`config.mk`:
```
export PLATFORM = sky130hd
export DESIGN_NAME = rngate_group_gate
export DESIGN_NICKNAME = d
export VERILOG_FILES = /design/src/rtl/rngate_pkg.sv /design/src/rtl/rngate_scan_ctrl.sv /design/src/rtl/rngate_demand_dp.sv /design/src/rtl/rngate_group_gate.sv
export SDC_FILE = /design/constraint.sdc
export NUM_CORES = 1
export LEC_CHECK = 0
export ABC_CLOCK_PERIOD_IN_PS = 17000
export BUFFER_PORTS_ARGS = -buffer_cell sky130_fd_sc_hd__buf_4
export CORE_ASPECT_RATIO = 1.25
export CORE_UTILIZATION = 40
export DETAILED_ROUTE_END_ITERATION = 8
export GPL_ROUTABILITY_DRIVEN = 0
export GPL_TIMING_DRIVEN = 0
export PLACE_DENSITY_LB_ADDON = 0.12
export SLEW_MARGIN = 20
export SYNTH_ARGS = -nofsm -noshare
export SYNTH_HDL_FRONTEND = slang
export SYNTH_SLANG_ARGS = --single-unit
```
`constraint.sdc`:
```
create_clock -name vclk -period 17
set_input_delay 0.85 -clock vclk [all_inputs]
set_output_delay 0.85 -clock vclk [all_outputs]
set_load 0.005 [all_outputs]
```
`src/rtl/rngate_pkg.sv`:
```
package rngate_pkg;
  localparam int RN_W      = 4;
  localparam int NUM_CLS   = 6;
  localparam int CNT_W     = 2;
  localparam int FREE_W    = 8;
  localparam int AVAIL_W   = 3;
  localparam int FLAG_N    = 8;
  localparam int FLAG_BASE = NUM_CLS * CNT_W;
  localparam int DESC_W    = FLAG_BASE + FLAG_N;
  localparam logic [NUM_CLS-1:0] PAD_MASK = 6'b100111;

  // flag positions inside the flag byte
  localparam int F_LOAD   = 0;
  localparam int F_STORE  = 1;
  localparam int F_ATOMIC = 2;
  localparam int F_SQUASH = 3;
  localparam int F_SERB   = 4;
  localparam int F_SERA   = 5;
  localparam int F_SC     = 6;
  localparam int F_DONE   = 7;

  typedef struct packed {
    logic            srcSkid;
    logic            groupLive;
    logic [RN_W-1:0] seen;
    logic [RN_W-1:0] countEn;
  } scanStrobes_t;
endpackage

```
`src/rtl/rngate_scan_ctrl.sv`:
```
module rngate_scan_ctrl
  import rngate_pkg::*;
#(
  parameter int RW = RN_W,
  parameter int DW = DESC_W,
  parameter int FB = FLAG_BASE,
  parameter int AW = AVAIL_W
) (
  input  logic               clk,
  input  logic               rstN,
  input  logic               unblocking,
  input  logic [AW-1:0]      normAvail,
  input  logic [AW-1:0]      skidAvail,
  input  logic [RW*DW-1:0]   normDesc,
  input  logic [RW*DW-1:0]   skidDesc,
  input  logic signed [7:0]  freeLq,
  input  logic signed [7:0]  freeSq,
  output scanStrobes_t       strobes
);
  logic [RW*DW-1:0] selDesc;
  logic [AW-1:0]    selAvail;
  int               effN;
  logic             lqFull, sqFull;
  logic [FLAG_N-1:0] slotFlags [RW];

  assign selDesc  = unblocking ? skidDesc : normDesc;
  assign selAvail = unblocking ? skidAvail : normAvail;
  assign lqFull   = (freeLq <= 8'sd0);
  assign sqFull   = (freeSq <= 8'sd0);
  assign effN     = (int'(selAvail) > RW) ? RW : int'(selAvail);

  always_comb begin
    for (int i = 0; i < RW; i++) slotFlags[i] = selDesc[i*DW+FB +: FLAG_N];
  end

  always_comb begin
    logic going;
    going = 1'b1;
    strobes.srcSkid   = unblocking;
    strobes.groupLive = (effN != 0);
    strobes.seen      = '0;
    strobes.countEn   = '0;
    for (int i = 0; i < RW; i++) begin
      if (going && i < effN) begin
        strobes.seen[i] = 1'b1;
        if (slotFlags[i][F_LOAD] && lqFull) begin
          going = 1'b0;
        end else if ((slotFlags[i][F_STORE] || slotFlags[i][F_ATOMIC]) && sqFull) begin
          going = 1'b0;
        end else if (slotFlags[i][F_SQUASH]) begin
          going = 1'b1;
        end else if (slotFlags[i][F_SERB] && !slotFlags[i][F_DONE]) begin
          going = 1'b0;
        end else begin
          strobes.countEn[i] = 1'b1;
          if ((slotFlags[i][F_SC] || slotFlags[i][F_SERA]) && !slotFlags[i][F_DONE])
            going = 1'b0;
        end
      end
    end
  end

  // examined slots form a run from the head
  assert_seen_prefix_R1: assert property (@(posedge clk) disable iff (!rstN)
    ((strobes.seen + 1'b1) & strobes.seen) == '0);
  assert_seen_bound_R1: assert property (@(posedge clk) disable iff (!rstN)
    $countones(strobes.seen) <= int'(selAvail));

  for (genvar g = 0; g < RW; g++) begin : g_slotChk
    assert_squash_skip_R4: assert property (@(posedge clk) disable iff (!rstN)
      strobes.countEn[g] |-> !slotFlags[g][F_SQUASH]);
    assert_serb_block_R5: assert property (@(posedge clk) disable iff (!rstN)
      strobes.countEn[g] |-> !(slotFlags[g][F_SERB] && !slotFlags[g][F_DONE]));
  end
endmodule

```
`src/rtl/rngate_demand_dp.sv`:
```
module rngate_demand_dp
  import rngate_pkg::*;
#(
  parameter int RW = RN_W,
  parameter int NC = NUM_CLS,
  parameter int CW = CNT_W,
  parameter int FW = FREE_W,
  parameter int DW = DESC_W,
  parameter logic [NC-1:0] PAD = PAD_MASK
) (
  input  logic             clk,
  input  logic             rstN,
  input  logic [RW*DW-1:0] normDesc,
  input  logic [RW*DW-1:0] skidDesc,
  input  scanStrobes_t     strobes,
  input  logic [NC*FW-1:0] freeRegs,
  output logic             renameOk
);
  localparam int SUM_MAX = RW * ((1 << CW) - 1);
  localparam int DMW     = $clog2((SUM_MAX > RW ? SUM_MAX : RW) + 1);

  logic [RW*DW-1:0] selDesc;
  logic [DMW-1:0]   demand  [NC];
  logic [NC-1:0]    classOk;

  assign selDesc = strobes.srcSkid ? skidDesc : normDesc;

  for (genvar c = 0; c < NC; c++) begin : g_cls
    logic [DMW-1:0] rawSum;
    always_comb begin
      rawSum = '0;
      for (int i = 0; i < RW; i++) begin
        if (strobes.countEn[i])
          rawSum = rawSum + DMW'(selDesc[i*DW + c*CW +: CW]);
      end
    end
    if (PAD[c]) begin : g_pad
      assign demand[c] = (int'(rawSum) < RW) ? DMW'(RW) : rawSum;
      assert_pad_floor_R7: assert property (@(posedge clk) disable iff (!rstN)
        int'(demand[c]) >= RW);
      assert_allow_cover_R8: assert property (@(posedge clk) disable iff (!rstN)
        renameOk |-> int'(freeRegs[c*FW +: FW]) >= RW);
    end else begin : g_raw
      assign demand[c] = rawSum;
    end
    assign classOk[c] = int'(demand[c]) <= int'(freeRegs[c*FW +: FW]);
  end

  assign renameOk = &classOk;
endmodule

```
`src/rtl/rngate_group_gate.sv`:
```
module rngate_group_gate
  import rngate_pkg::*;
#(
  parameter int RW = RN_W,
  parameter int NC = NUM_CLS,
  parameter int FW = FREE_W,
  parameter int AW = AVAIL_W,
  parameter int DW = DESC_W
) (
  input  logic                  clk,
  input  logic                  rstN,
  input  logic                  unblocking,
  input  logic [AW-1:0]         normAvail,
  input  logic [AW-1:0]         skidAvail,
  input  logic [RW*DW-1:0]      normDesc,
  input  logic [RW*DW-1:0]      skidDesc,
  input  logic signed [7:0]     freeLq,
  input  logic signed [7:0]     freeSq,
  input  logic [NC*FW-1:0]      freeRegs,
  output logic                  renameOk,
  output logic                  stallEvent
);
  scanStrobes_t strobes;

  rngate_scan_ctrl #(.RW(RW), .DW(DW), .FB(FLAG_BASE), .AW(AW)) ctrl_i (
    .clk(clk), .rstN(rstN), .unblocking(unblocking),
    .normAvail(normAvail), .skidAvail(skidAvail),
    .normDesc(normDesc), .skidDesc(skidDesc),
    .freeLq(freeLq), .freeSq(freeSq), .strobes(strobes));

  rngate_demand_dp #(.RW(RW), .NC(NC), .CW(CNT_W), .FW(FW), .DW(DW), .PAD(PAD_MASK)) dp_i (
    .clk(clk), .rstN(rstN), .normDesc(normDesc), .skidDesc(skidDesc),
    .strobes(strobes), .freeRegs(freeRegs), .renameOk(renameOk));

  assign stallEvent = !renameOk && strobes.groupLive;

  assert_no_idle_stall_R9: assert property (@(posedge clk) disable iff (!rstN)
    ((unblocking ? skidAvail : normAvail) == '0) |-> !stallEvent);
  assert_src_follow_R2: assert property (@(posedge clk) disable iff (!rstN)
    strobes.srcSkid == unblocking);
endmodule

```
* Word level (Yosys, flattened, before mapping)
Cells that the tools add are included.
** Storage, ports and cells
- Flip-flop bits (word level) :: 0
- Input bits :: 233
- Output and inout port bits :: 2
- Logic and storage cells :: 137
** Operators by class
- $add $sub $neg :: 18
- Order comparisons :: 17
- Muxes and demuxes :: 69
- Reduce and logical (&&, ||, !) cells :: 33
** Operators by type and width (number)
- two-way mux 4 bit :: 22
- two-way mux 80 bit :: 1
- < comparator 3 x 32 -> 1 bit, first input constant :: 2
- adder 4 x 2 -> 4 bit :: 12
- less-or-equal comparator 4 x 8 -> 1 bit :: 6
- two-way mux 1 bit :: 38
- < comparator 1 x 32 -> 1 bit, first input constant :: 1
- < comparator 2 x 32 -> 1 bit, first input constant :: 1
- nonzero test 32 bit :: 1
- logical AND 1 bit :: 19
- adder 2 x 2 -> 3 bit :: 6
- less-or-equal comparator 8 x 1 -> 1 bit, second input constant :: 2
- < comparator 4 x 3 -> 1 bit, second input constant :: 4
- two-way mux 2 bit :: 6
- logical OR 1 bit :: 7
- two-way mux 3 bit :: 2
- AND reduction 6 bit :: 1
- zero test 1 bit :: 5
- > comparator 3 bit, second input constant :: 1

* Longest topological paths before layout
- Word-level depth :: 30
- Gate-level depth with buffers :: 29
- Depth with buffers taken out :: 26

* Modules after synthesis
Synthesis repeated with hierarchy kept, for this count alone.
** Unflattened totals
- Cells, all modules :: 481
- Area, all modules :: 3714.8 sq um
** By module, submodules not included
- rngate_demand_dp :: instances 1, cells an instance 396, area each 3118.0 sq um, sequential area each 0.0 sq um
- rngate_scan_ctrl :: instances 1, cells an instance 84, area each 583.1 sq um, sequential area each 0.0 sq um
- rngate_group_gate :: instances 1, cells an instance 1, area each 13.8 sq um, sequential area each 0.0 sq um

* Worst setup path after synthesis
Ideal clock, no wire load.
- Path kind :: input port to output port
- Start point :: input port unblocking
- End point :: output port stallEvent
- Arrival :: 6.867 ns
- Required time :: 16.150 ns
- Slack :: 9.283 ns
- Stages on the path :: 28
- Cells stage by stage :: buf_6 -> buf_8 -> buf_2 -> buf_1 -> buf_1 -> buf_1 -> mux2_2 -> ha_1 -> fa_1 -> mux2_2 -> fa_1 -> mux2i_1 -> inv_1 -> ha_1 -> nand2_1 -> nor4_1 -> a32oi_1 -> mux2i_1 -> or3_1 -> a22o_1 -> ha_1 -> nor2b_1 -> o21ai_0 -> nand2b_1 -> a21oi_1 -> o22ai_1 -> nor3_1 -> nor2_1
** Between the ends
- Word-level cells in the longest chain between the ends :: 30
- Elaborated cells on any way between the ends :: 135
** Ends and longest elaborated chain
- start: declaration :: line rngate_group_gate.sv:12 : input logic unblocking,
- branches (longest 27 deep; another with < comparator 1 x 32 -> 1 bit)
- AND reduction 6 bit * :: line rngate_demand_dp.sv:49 : assign renameOk = &classOk;
- net renameOk :: line rngate_group_gate.sv:20 : output logic renameOk,
- zero test 1 bit * :: line rngate_group_gate.sv:35 : assign stallEvent = !renameOk && strobes.groupLive;
- logical AND 1 bit * :: line rngate_group_gate.sv:35
- end: declaration :: line rngate_group_gate.sv:21 : output logic stallEvent
Mark *: on every way through the listed nets, which the timed path passes.

* Worst setup path in the final report
- Start point :: input port unblocking
- End point :: output port stallEvent
** Between the ends
- Word-level cells in the longest chain between the ends :: 30
- Elaborated cells on any way between the ends :: 135
** Ends and longest elaborated chain (line)
- branches (longest 29 deep; another with < comparator 1 x 32 -> 1 bit)
- logical AND 1 bit * :: rngate_group_gate.sv:35
Mark *: on every way between the ends.

==> flow_summary.json <==
{
  "p_clk_share_pct": 0,
  "area_growth_pct": 49.2,
  "path_delay_family": "buffers and inverters",
  "slew_headroom_pct": 34.1,
  "ys_types": 55,
  "die_h_um": 111,
  "drc": 0,
  "ys_seq_area_share_pct": 0,
  "drt-total-wl_um": 13300,
  "drt-vias-per-instance": 5.48,
  "setup_tns_ns": 0,
  "critPathArrivalTime_ns": 8.45,
  "die_area_sq_um": 9910,
  "grt_use_total_pct": 26.8,
  "portBuffers": 229,
  "grt_max_degree": 11,
  "period_needed_ns": 9.30,
  "cp-start-kind": "input port",
  "num_io_pins": 235,
  "cts_resized": 0,
  "grt_pass1_wl_um": 21200,
  "ant_nets": 0,
  "p_int_uw": 66.2,
  "ys_warn_count": 0,
  "antennaDiodeCount": 0,
  "drive_gt1_share_pct": 41.3,
  "antenna_found_initial": 0,
  "grt-ovfl-total": 0,
  "initial_core_util_pct": 41.5,
  "postSynthCellCount": 495,
  "final_cell_mix": "buf_4 (229), mux2_2 (51), ha_1 (51), nand2_1 (41), inv_1 (39)",
  "crit_slowest_cell": "buf_1",
  "dp_hpwl_um": 11700,
  "grt_setup_unrepaired": "no",
  "syn_nets": 797,
  "max_stage_delay_ns": 0.74,
  "post-route-util_pct": 61.9,
  "finalCritPeriodShare_pct": 54.7,
  "design.seq.count": 0,
  "crit_buf_inv": 9,
  "die_x_um": 89.3,
  "slew_viol_final": 0,
  "whs_ns": 2.39,
  "hold_viol_final": 0,
  "critical_path_class": "input port to output port",
  "sw_frac_of_total_pct": 44.5,
  "seq_power_share_pct": 0,
  "finalPower_uw": 119,
  "p_switching_uw": 53.1,
  "finalSetupViolCount": 0,
  "maxCapViolCount": 0,
  "p_comb_share_pct": 100.0,
  "layout_commonest_cell": "buf_4",
  "outcome": "finished clean",
  "synth_area_sq_um": 3810,
  "grt_pass1_vias": 4918,
  "required_ns": 16.15,
  "first_pass_iters": 4,
  "pwr_density_cell_nw_per_um2": 21.0,
  "power_leakage_uw": 0.00282,
  "holdBufCountCts": 0,
  "clockBufferCount": 0,
  "num_rows": 39,
  "max_slew.worst_pin.slew_ns": 0.981,
  "avgSynthCellArea_sq_um": 7.69,
  "drtIter0Drc": 132,
  "seq_area_sq_um": 0,
  "hp-class": "input port to output port",
  "dp_cells": 847,
  "cp-end-kind": "output port",
  "max_freq_mhz": 108,
  "via_count": 4641,
  "wire_per_inst_um": 15.7,
  "ir_drop_mv": 0.0114,
  "final_nets": 1028,
  "core_sq_um": 9170,
  "postCtsSetupBuffers": 0,
  "fin_cells": 847,
  "cp_max_fo": 10
}
==> kinds of logic (layout without fill, tap and decap cells) <==
logic type                 count (synthesis)  after routing  share of synthesized area, %
muxes                                     81             81                          23.0
and+or+nand+nor                          177            177                          24.0
adders and majority gates                 69             69                          26.2
xor gates and xnor gates                  12             12                          2.76
buffers and inverters                     59            288                          6.51
AOI/OAI and AO/OA                         97             97                          17.5
==> layer usage <==
layer  vias to the layer above  share of wire (%)  global-route usage, %
li1                       2294                  -                      -
met3                        26                6.9                   3.05
met1                      2124                 39                   29.6
met5                         -                  0                      0
met4                         0                2.5                   6.56
met2                       197                 52                   52.0
==> power by group through the flow <==
stage	Sequential, uW	Clock [uW]	Combinational (uW)
final	0	0	119
after global routing	0	0	133
after CTS	0	0	120
after detailed placement	0	0	119
after global placement	0	0	115
after floorplan	0	0	60.6
==> stage by stage <==
step	setup WS [ns]	instance area, sq um
after global placement	7.77	5680
final	7.70	5680
after CTS	7.69	5680
after global routing	7.09	5680
after detailed placement	7.70	5680
after floorplan	9.28	3810
==> path summary, 6_finish.rpt <==
check | from | to | cells past startpoint
worst max-delay path | unblocking | stallEvent | 30
worst min-delay path | freeRegs[4] | renameOk | 6
==> area by class of cell <==
class / count / area [sq um]
multi-input combinational: 436 / 3560
inverter: 40 / 150
tap: 123 / 154
buffer: 19 / 97.6
fill: 843 / 3490
timing repair buffer: 229 / 1720
==> tightest hold or removal path, delay by kind of cell <==
kind | cells | cell delay, ns
compound gates | 1 | 0.07
buf+inv | 2 | 0.26
simple gates | 3 | 0.36
==> synthesized netlist by cell type (6+ instances only) <==
library cell  instances  area, sq um
ha_1                 51          638
mux2_2               51          574
nand2_1              41          154
inv_1                39          146
nor2_1               32          120
mux2i_1              30          300
a21oi_1              27          135
nor3_1               20          100
fa_1                 18          360
nor4_1               14         87.6
nor2b_1              13         81.3
or3_1                13         81.3
nand4_1              12         75.1
nand2b_1             10         62.6
o21ai_0              10         50.1
xnor2_1               9         78.8
a31oi_1               7         43.8
and2_1                7         43.8
buf_1                 7         26.3
buf_2                 6         30.0
nand3_1               6         30.0
o22ai_1               6         37.5
Note: power is estimated with default switching activity, not from simulation.
